==> src/rtl/i2c_cmd_pkg.sv <==
package i2c_cmd_pkg;
  localparam int unsigned BYTE_W = 8;
  localparam int unsigned CTRL_W = 16;
  localparam int unsigned CMD_W  = 5;
  localparam int unsigned SLOT_W = $clog2(BYTE_W + 2);

  localparam int unsigned B_START   = 0;
  localparam int unsigned B_RSTART  = 1;
  localparam int unsigned B_STOP    = 2;
  localparam int unsigned B_RX      = 3;
  localparam int unsigned B_ACK     = 4;
  localparam int unsigned B_ACKVAL  = 5;
  localparam int unsigned B_ACKSTAT = 6;

  typedef enum logic [2:0] {
    SQ_IDLE, SQ_START, SQ_RSTART, SQ_STOP, SQ_TX, SQ_RX, SQ_ACK
  } seq_e;
endpackage

==> src/rtl/i2c_qtick.sv <==
module i2c_qtick #(
  parameter int unsigned DIV_W = 8
) (
  input  logic             clk,
  input  logic             rst_n,
  input  logic             run,
  input  logic [DIV_W-1:0] div,
  output logic             tick
);
  logic [DIV_W-1:0] cnt_q, cnt_n;

  always_comb begin
    cnt_n = cnt_q;
    if (!run)            cnt_n = '0;
    else if (cnt_q == div) cnt_n = '0;
    else                 cnt_n = cnt_q + DIV_W'(1);
  end

  always_ff @(posedge clk or negedge rst_n) begin
    if (!rst_n) cnt_q <= '0;
    else        cnt_q <= cnt_n;
  end

  assign tick = run && (cnt_q == div);
endmodule

==> src/rtl/i2c_seq_engine.sv <==
module i2c_seq_engine
  import i2c_cmd_pkg::*;
(
  input  logic              clk,
  input  logic              rst_n,
  input  logic              tick,
  input  logic              launch,
  input  seq_e              launch_kind,
  input  logic [BYTE_W-1:0] tx_byte,
  input  logic              ack_val,
  input  logic              sda_in,
  output logic              busy,
  output logic              owned,
  output logic              finish,
  output logic              done,
  output logic              scl_oe,
  output logic              sda_oe,
  output logic              ack_stat,
  output logic [BYTE_W-1:0] rx_byte
);
  seq_e              kind_q, kind_n;
  logic [1:0]        qtr_q, qtr_n;
  logic [SLOT_W-1:0] slot_q, slot_n;
  logic [BYTE_W-1:0] sh_q, sh_n, rx_q, rx_n;
  logic              busy_q, busy_n, own_q, own_n, ack_q, ack_n;
  logic              scl_q, scl_n, sda_q, sda_n, done_q;
  logic [1:0]        pat;

  function automatic logic [SLOT_W-1:0] slot_last(input seq_e k);
    case (k)
      SQ_TX:   return SLOT_W'(BYTE_W);
      SQ_RX:   return SLOT_W'(BYTE_W - 1);
      default: return '0;
    endcase
  endfunction

  // returns {scl_low, sda_low} for one quarter
  function automatic logic [1:0] drive_pat(input seq_e k, input logic [1:0] q,
                                           input logic [SLOT_W-1:0] s,
                                           input logic msb, input logic av);
    logic d;
    case (k)
      SQ_START:  case (q) 2'd0: return 2'b00; 2'd1, 2'd2: return 2'b01; default: return 2'b11; endcase
      SQ_RSTART: case (q) 2'd0: return 2'b10; 2'd1: return 2'b00; 2'd2: return 2'b01; default: return 2'b11; endcase
      SQ_STOP:   case (q) 2'd0: return 2'b11; 2'd1: return 2'b01; default: return 2'b00; endcase
      default: begin
        if (k == SQ_TX)      d = (s < SLOT_W'(BYTE_W)) ? ~msb : 1'b0;
        else if (k == SQ_RX) d = 1'b0;
        else                 d = ~av;
        return {(q == 2'd0) || (q == 2'd3), d};
      end
    endcase
  endfunction

  always_comb begin
    kind_n = kind_q; qtr_n = qtr_q; slot_n = slot_q; sh_n = sh_q;
    busy_n = busy_q; own_n = own_q; ack_n = ack_q; rx_n = rx_q;
    finish = 1'b0;
    if (launch) begin
      kind_n = launch_kind;
      qtr_n  = 2'd0;
      slot_n = '0;
      busy_n = 1'b1;
      if (launch_kind == SQ_TX) sh_n = tx_byte;
    end else if (busy_q && tick) begin
      if (qtr_q == 2'd1) begin
        if (kind_q == SQ_RX) sh_n = {sh_q[BYTE_W-2:0], sda_in};
        if (kind_q == SQ_TX && slot_q == SLOT_W'(BYTE_W)) ack_n = sda_in;
      end
      if (qtr_q == 2'd3) begin
        qtr_n = 2'd0;
        if (slot_q == slot_last(kind_q)) begin
          finish = 1'b1;
          busy_n = 1'b0;
          kind_n = SQ_IDLE;
          slot_n = '0;
          if (kind_q == SQ_START || kind_q == SQ_RSTART) own_n = 1'b1;
          if (kind_q == SQ_STOP) own_n = 1'b0;
          if (kind_q == SQ_RX)   rx_n  = sh_q;
        end else begin
          slot_n = slot_q + SLOT_W'(1);
          if (kind_q == SQ_TX) sh_n = {sh_q[BYTE_W-2:0], 1'b0};
        end
      end else begin
        qtr_n = qtr_q + 2'd1;
      end
    end
    pat = drive_pat(kind_n, qtr_n, slot_n, sh_n[BYTE_W-1], ack_val);
    if (busy_n)     begin scl_n = pat[1]; sda_n = pat[0]; end
    else if (own_n) begin scl_n = 1'b1;   sda_n = sda_q;  end
    else            begin scl_n = 1'b0;   sda_n = 1'b0;   end
  end

  always_ff @(posedge clk or negedge rst_n) begin
    if (!rst_n) begin
      kind_q <= SQ_IDLE; qtr_q <= 2'd0; slot_q <= '0; sh_q <= '0; rx_q <= '0;
      busy_q <= 1'b0; own_q <= 1'b0; ack_q <= 1'b0;
      scl_q <= 1'b0; sda_q <= 1'b0; done_q <= 1'b0;
    end else begin
      kind_q <= kind_n; qtr_q <= qtr_n; slot_q <= slot_n; sh_q <= sh_n; rx_q <= rx_n;
      busy_q <= busy_n; own_q <= own_n; ack_q <= ack_n;
      scl_q <= scl_n; sda_q <= sda_n; done_q <= finish;
    end
  end

  assign busy     = busy_q;
  assign owned    = own_q;
  assign done     = done_q;
  assign scl_oe   = scl_q;
  assign sda_oe   = sda_q;
  assign ack_stat = ack_q;
  assign rx_byte  = rx_q;


  sda_steady_chk: assert property (@(posedge clk) disable iff (!rst_n)
    (busy_q && !scl_q && $past(!scl_q) && (sda_q != $past(sda_q)))
      |-> (kind_q == SQ_START || kind_q == SQ_RSTART || kind_q == SQ_STOP));

  free_bus_chk: assert property (@(posedge clk) disable iff (!rst_n)
    (!busy_q && !own_q) |-> (!scl_q && !sda_q));

  done_pulse_chk: assert property (@(posedge clk) disable iff (!rst_n)
    done_q |=> !done_q);

  done_idle_chk: assert property (@(posedge clk) disable iff (!rst_n)
    done_q |-> !busy_q);
endmodule

==> src/rtl/i2c_cmd_regs.sv <==
module i2c_cmd_regs
  import i2c_cmd_pkg::*;
(
  input  logic              clk,
  input  logic              rst_n,
  input  logic              ctrl_wr,
  input  logic [CTRL_W-1:0] ctrl_wdata,
  input  logic              buf_wr,
  input  logic              busy,
  input  logic              owned,
  input  logic              finish,
  input  logic              ack_stat,
  output logic              launch,
  output seq_e              launch_kind,
  output logic              ack_val_eff,
  output logic [CTRL_W-1:0] ctrl_rdata
);
  logic [CMD_W-1:0] cmd_q, cmd_n;
  logic             av_q, av_n, legal;
  logic             unused_hi;

  assign unused_hi = ^ctrl_wdata[CTRL_W-1:B_ACKVAL+1];

  always_comb begin
    cmd_n = cmd_q;
    av_n  = av_q;
    launch = 1'b0;
    launch_kind = SQ_IDLE;
    legal = 1'b0;
    if (finish) cmd_n = '0;
    if (!busy) begin
      if (ctrl_wr) begin
        av_n = ctrl_wdata[B_ACKVAL];
        if ($onehot(ctrl_wdata[CMD_W-1:0])) begin
          case (1'b1)
            ctrl_wdata[B_START]:  begin launch_kind = SQ_START;  legal = !owned; end
            ctrl_wdata[B_RSTART]: begin launch_kind = SQ_RSTART; legal = owned;  end
            ctrl_wdata[B_STOP]:   begin launch_kind = SQ_STOP;   legal = owned;  end
            ctrl_wdata[B_RX]:     begin launch_kind = SQ_RX;     legal = owned;  end
            default:              begin launch_kind = SQ_ACK;    legal = owned;  end
          endcase
          if (legal) begin
            launch = 1'b1;
            cmd_n  = ctrl_wdata[CMD_W-1:0];
          end
        end
      end else if (buf_wr && owned) begin
        launch = 1'b1;
        launch_kind = SQ_TX;
      end
    end
  end

  always_ff @(posedge clk or negedge rst_n) begin
    if (!rst_n) begin
      cmd_q <= '0;
      av_q  <= 1'b0;
    end else begin
      cmd_q <= cmd_n;
      av_q  <= av_n;
    end
  end

  assign ack_val_eff = (!busy && ctrl_wr) ? ctrl_wdata[B_ACKVAL] : av_q;

  always_comb begin
    ctrl_rdata = '0;
    ctrl_rdata[CMD_W-1:0] = cmd_q;
    ctrl_rdata[B_ACKVAL]  = av_q;
    ctrl_rdata[B_ACKSTAT] = ack_stat;
  end


  locked_bits_chk: assert property (@(posedge clk) disable iff (!rst_n)
    (busy && !finish) |=> ($stable(cmd_q) && $stable(av_q)));

  single_cmd_chk: assert property (@(posedge clk) disable iff (!rst_n)
    $onehot0(cmd_q));
endmodule

==> src/rtl/i2c_cmd_master.sv <==
module i2c_cmd_master
  import i2c_cmd_pkg::*;
#(
  parameter int unsigned DIV_W = 8
) (
  input  logic             clk,
  input  logic             rst_n,
  input  logic [DIV_W-1:0] quarter_div,
  input  logic             ctrl_wr,
  input  logic [15:0]      ctrl_wdata,
  output logic [15:0]      ctrl_rdata,
  input  logic             buf_wr,
  input  logic [7:0]       buf_wdata,
  output logic [7:0]       rx_data,
  input  logic             sda_in,
  output logic             scl_oe,
  output logic             sda_oe,
  output logic             busy,
  output logic             done
);
  logic [1:0] rst_sync_q;
  logic       rst_int_n;
  logic       tick, launch, owned, finish, ack_val_eff, ack_stat;
  seq_e       launch_kind;

  always_ff @(posedge clk or negedge rst_n) begin
    if (!rst_n) rst_sync_q <= 2'b00;
    else        rst_sync_q <= {rst_sync_q[0], 1'b1};
  end
  assign rst_int_n = rst_sync_q[1];

  i2c_qtick #(.DIV_W(DIV_W)) u_qtick (
    .clk(clk), .rst_n(rst_int_n), .run(busy), .div(quarter_div), .tick(tick)
  );

  i2c_cmd_regs u_regs (
    .clk(clk), .rst_n(rst_int_n), .ctrl_wr(ctrl_wr), .ctrl_wdata(ctrl_wdata),
    .buf_wr(buf_wr), .busy(busy), .owned(owned), .finish(finish),
    .ack_stat(ack_stat), .launch(launch), .launch_kind(launch_kind),
    .ack_val_eff(ack_val_eff), .ctrl_rdata(ctrl_rdata)
  );

  i2c_seq_engine u_engine (
    .clk(clk), .rst_n(rst_int_n), .tick(tick), .launch(launch),
    .launch_kind(launch_kind), .tx_byte(buf_wdata), .ack_val(ack_val_eff),
    .sda_in(sda_in), .busy(busy), .owned(owned), .finish(finish), .done(done),
    .scl_oe(scl_oe), .sda_oe(sda_oe), .ack_stat(ack_stat), .rx_byte(rx_data)
  );
endmodule

==> config.mk <==
export PLATFORM = sky130hd
export DESIGN_NAME = i2c_cmd_master
export DESIGN_NICKNAME = d
export VERILOG_FILES = /design/src/rtl/i2c_cmd_pkg.sv /design/src/rtl/i2c_qtick.sv /design/src/rtl/i2c_seq_engine.sv /design/src/rtl/i2c_cmd_regs.sv /design/src/rtl/i2c_cmd_master.sv
export SDC_FILE = /design/constraint.sdc
export NUM_CORES = 1
export LEC_CHECK = 0
export ABC_AREA = 1
export BUFFER_PORTS_ARGS = -buffer_cell sky130_fd_sc_hd__buf_4
export CAP_MARGIN = 20
export CORE_UTILIZATION = 25
export CTS_BUF_LIST = sky130_fd_sc_hd__clkbuf_4
export DETAILED_ROUTE_END_ITERATION = 6
export PLACE_DENSITY_LB_ADDON = 0.12
export SYNTH_ARGS = -nofsm -noshare
export SYNTH_HDL_FRONTEND = slang
export SYNTH_SLANG_ARGS = --single-unit
export TNS_END_PERCENT = 10
==> constraint.sdc <==
create_clock -name clk -period 3.9 [get_ports clk]
set_clock_uncertainty 0.2 [all_clocks]
set_input_delay 0.78 -clock clk [delete_from_list [all_inputs] [get_ports clk]]
set_output_delay 0.78 -clock clk [all_outputs]
set_load 0.02 [all_outputs]
==> summary.md <==
| Metric | Value |
|---|---|
| CTS Buf Count | 5 |
| Largest net degree at the start of global routing | 37 |
| Max-Cap Viols | 0 |
| Final Hold Viols | 0 |
| Total gr overflow | 0 |
| Row count | 39 |
| Area leader, netlist | dfrtp_1 |
| Worst Setup Path Type | input pin to register |
| GPL Wtd Cong | between 0.7 and 0.8 |
| # DRC | 4 |
| Initial DRC count | slightly above 80 |
| LEAKAGE | 1.898 nW |
| Syn Area/Cell | 7.748 sq um |
| CTS root buffer | clkbuf_4 |
| Yosys top cell area share | 0.3902 |
| Final WL | 6770 microns |
| Synthesis Warnings | 0 |
| PostCTS Resize Cnt | 0 |
| CTS Buffer Depth | 2 |
| CP Launch Type | input pin |
| Clk_lat worst skew | 0.37 ns |
| Synth-to-layout area growth | 18.80% |
| HP Class | register to async pin |
| Overall power consumption | 1.752 mW |
| Drt wl/cell | 11.57 microns |
| RSZ-0062 raised after global routing | false |
| Fraction of layout cells with a size suffix above 1 | 0.2081 |
| FMAX | 296.2 MHz |
| IO buf count | 45 |
| Status | finished, violations left |
| First-pass GRT wire length | 11470 microns |
| #FFs+latches synth | 47 |
| Core Area | 0.01156 sq mm |
| Worst r2r src | u_qtick.cnt_q[3] |
| DR vias | 2470 |
| CP cell instances | buf_4, inv_1, ha_1, fa_1, inv_1, fa_1, nand3_2, nor2_2, nand2_1, nand2_2, nand2_4, inv_2, nand2_1, inv_1, a21oi_2, nand2_1, o21ai_0, nand2_1, nand2_1, nand2_1 |
| Setup_tns | 0 ns |
| Mapped Cells | between 300 and 400 |
| Die Height | approximately 110 microns |
| Element type at the critical path end | register |
| Sequential share of the synthesized area | 0.3902 |
| Nets | about 500 |
| VDD IR max | a little over 0.0002 V |
| Vias in the first global route | 2431 |
| Failing checks | design-rule violations |
| Vias/cell | between 4 and 5 |
| Die X | 111.8 microns |
| Period minus WS final | 3.376 ns |
| GRT Util Overall | 0.1142 |
| # diodes | 0 |
| TritonCTS clock tree | yes |
| Setup violators final | 0 |
| H-tree lvl count | 2 |
| Remaining antenna violation count | 0 |
| Critical Path RT | 3.97 ns |
| # clock sinks | 47 |
| Crit path DAT | 3.45 ns |
| Reg-to-Reg End | u_engine.sda_oe |
| Worst path slowest cell | fa_1 |
| Fin crit share | 0.8656 |
| Initial Util | 0.2606 |
| Die ar. | 0.01250 sq mm |
| Fin area | 0.003581 sq mm |
| CTS clk-pin slew, worst paths | 0.15 ns |
| Largest stage delay, worst path | 0.42 ns |
| Final HPWL DP | roughly 5300 microns |
| Util after Layout | 0.3096 |
| Most common cell on crit path | nand2_1 |
| Hold WS | 0.04786 ns |
| Yosys cell types | 35 |
| Post-Syn Area | 0.003014 sq mm |
| Initial antenna violation count | 0 |
| IO Pins | 65 |
| DP Area | around 0.0035 sq mm |
| Worst reg-to-reg setup slack | 1.40 ns |
| Final Max Slew Viols | 0 |
| Dominant cells by area after synthesis | dfrtp_1 (39%), nand2_1 (12%), inv_1 (7.5%), ha_1 (5.0%), nand3_1 (4.3%) |
| Pwr dens | between 400 and 500 mW/mm^2 |
| TritonRoute pass-1 iters | 7 |
| Number of cells on the worst reg-to-reg path | 17 |
| Critical Path Fanout Max | 7 |
[area by class of cell]
type                            count  area [sq um]
Fill cell                        1269          7984
Tap cell                          143         178.9
Clock inverter                      3         38.79
Sequential cell                    47          1177
Inverter                           69         260.3
Timing Repair Buffer               52         407.9
Multi-Input combinational cell    266          1480
Clock buffer                        5         37.54
[cells by family after synthesis]
logic type,after synthesis,synth area share
other,2,0.002492
multiplexers,3,0.01079
AO/OA/AOI/OAI,45,0.09922
XOR/XNOR,10,0.02906
buffers and inverters,84,0.1287
adder cells (fa/ha/maj),14,0.06310
AND/OR/NAND/NOR,184,0.2765
flip-flops,47,0.3902
[timing repair]
item                                    in CTS  in global routing
buffers inserted                             0                  0
endpoints found under the setup margin       0                  0
hold endpoints to repair                    11                  0
hold buffers                                 2                  0
[Yosys cell counts]
| cell type | n |
|---|---|
| nand2_1 | 97 |
| inv_1 | 60 |
| dfrtp_1 | 47 |
| nor2_1 | 32 |
| nand3_1 | 26 |
| o21ai_0 | 24 |
| ha_1 | 12 |
| buf_4 | 11 |
| a32oi_1 | 7 |
| inv_2 | 7 |
| a21oi_1 | 6 |
| nand2_2 | 6 |
| nor3_1 | 6 |
| xor2_1 | 6 |
| nand3_2 | 5 |
| buf_6 | 4 |
| nor2_2 | 4 |
| xnor2_1 | 4 |
| nand2_4 | 3 |
| o21ai_1 | 3 |
| conb_1 | 2 |
| fa_1 | 2 |
| mux2_2 | 2 |
| nand4_1 | 2 |
| a21oi_2 | 1 |
| a21oi_4 | 1 |
| a31oi_4 | 1 |
| clkinv_1 | 1 |
| clkinv_2 | 1 |
| mux2i_1 | 1 |
| nand3_4 | 1 |
| o21a_1 | 1 |
| o21bai_4 | 1 |
| or2_0 | 1 |
| or2_2 | 1 |
[through the flow]
step | setup WS, ns | std cells
after floorplan | 0.4460 | 397
after global placement | 0.1318 | 574
after detailed placement | 0.08996 | 575
after CTS | 0.5018 | 585
after global routing | 0.2346 | 585
final | 0.5240 | 585
[cell usage in the layout, fill, tap and decap left out, types with 3 or more instances in the layout]
cell      instances
nand2_1          97
inv_1            60
buf_4            49
dfrtp_1          46
nor2_1           32
nand3_1          26
o21ai_0          24
ha_1             12
conb_1           10
inv_2             7
a32oi_1           7
nand2_2           6
xor2_1            6
a21oi_1           6
nor3_1            6
nand3_2           5
clkbuf_4          5
xnor2_1           4
nor2_2            4
nand2_4           3
o21ai_1           3
[metal layers]
metal,vias to the layer above,wire length [microns],track usage
li1,1309,-,-
met1,1116,3299,0.1505
met2,39,3194,0.1901
met3,6,193,0.01960
met4,0,83,0.03514
met5,-,0,0
[worst max-delay path by stage]
stage,startpoint,to,slack (ns),depth (start not counted)
final,ctrl_wdata[2],u_engine.scl_oe,0.52,20
after global routing,ctrl_wdata[2],u_engine.scl_oe,0.23,20
after CTS,ctrl_wdata[2],u_engine.sda_oe,0.50,22
after detailed placement,ctrl_wdata[2],u_engine.scl_oe,0.09,20
after global placement,ctrl_wdata[2],u_engine.sda_oe,0.13,22
after floorplan,ctrl_wdata[2],u_engine.sda_oe,0.45,21
[flip-flops by register name (all words and copies together), names as in the netlist]
name and count:
u_engine.qtr_q 2, u_regs.av_q 1, u_engine.owned 1, u_engine.sda_oe 1, rst_sync_q 2, u_engine.scl_oe 1
u_engine.sh_q 8, u_engine.busy 1, u_engine.slot_q 4, u_engine.ack_stat 1, u_regs.cmd_q 5, u_engine.done 1
u_qtick.cnt_q 8, u_engine.rx_byte 8, u_engine.kind_q 3
[report_power, final]
group | switching, mW | internal, mW
Combinational | 0.431 | 0.292
Sequential | 0.114 | 0.614
Clock | 0.168 | 0.132
[critical path: cells and delay by family]
kind / cells / cell delay [ns]
adders and majority gates: 3 / 1.07
buffers and inverters: 5 / 0.43
and+or+nand+nor: 10 / 0.78
AOI/OAI and AO/OA: 2 / 0.36
No activity file was read; power rests on OpenSTA's default activity.
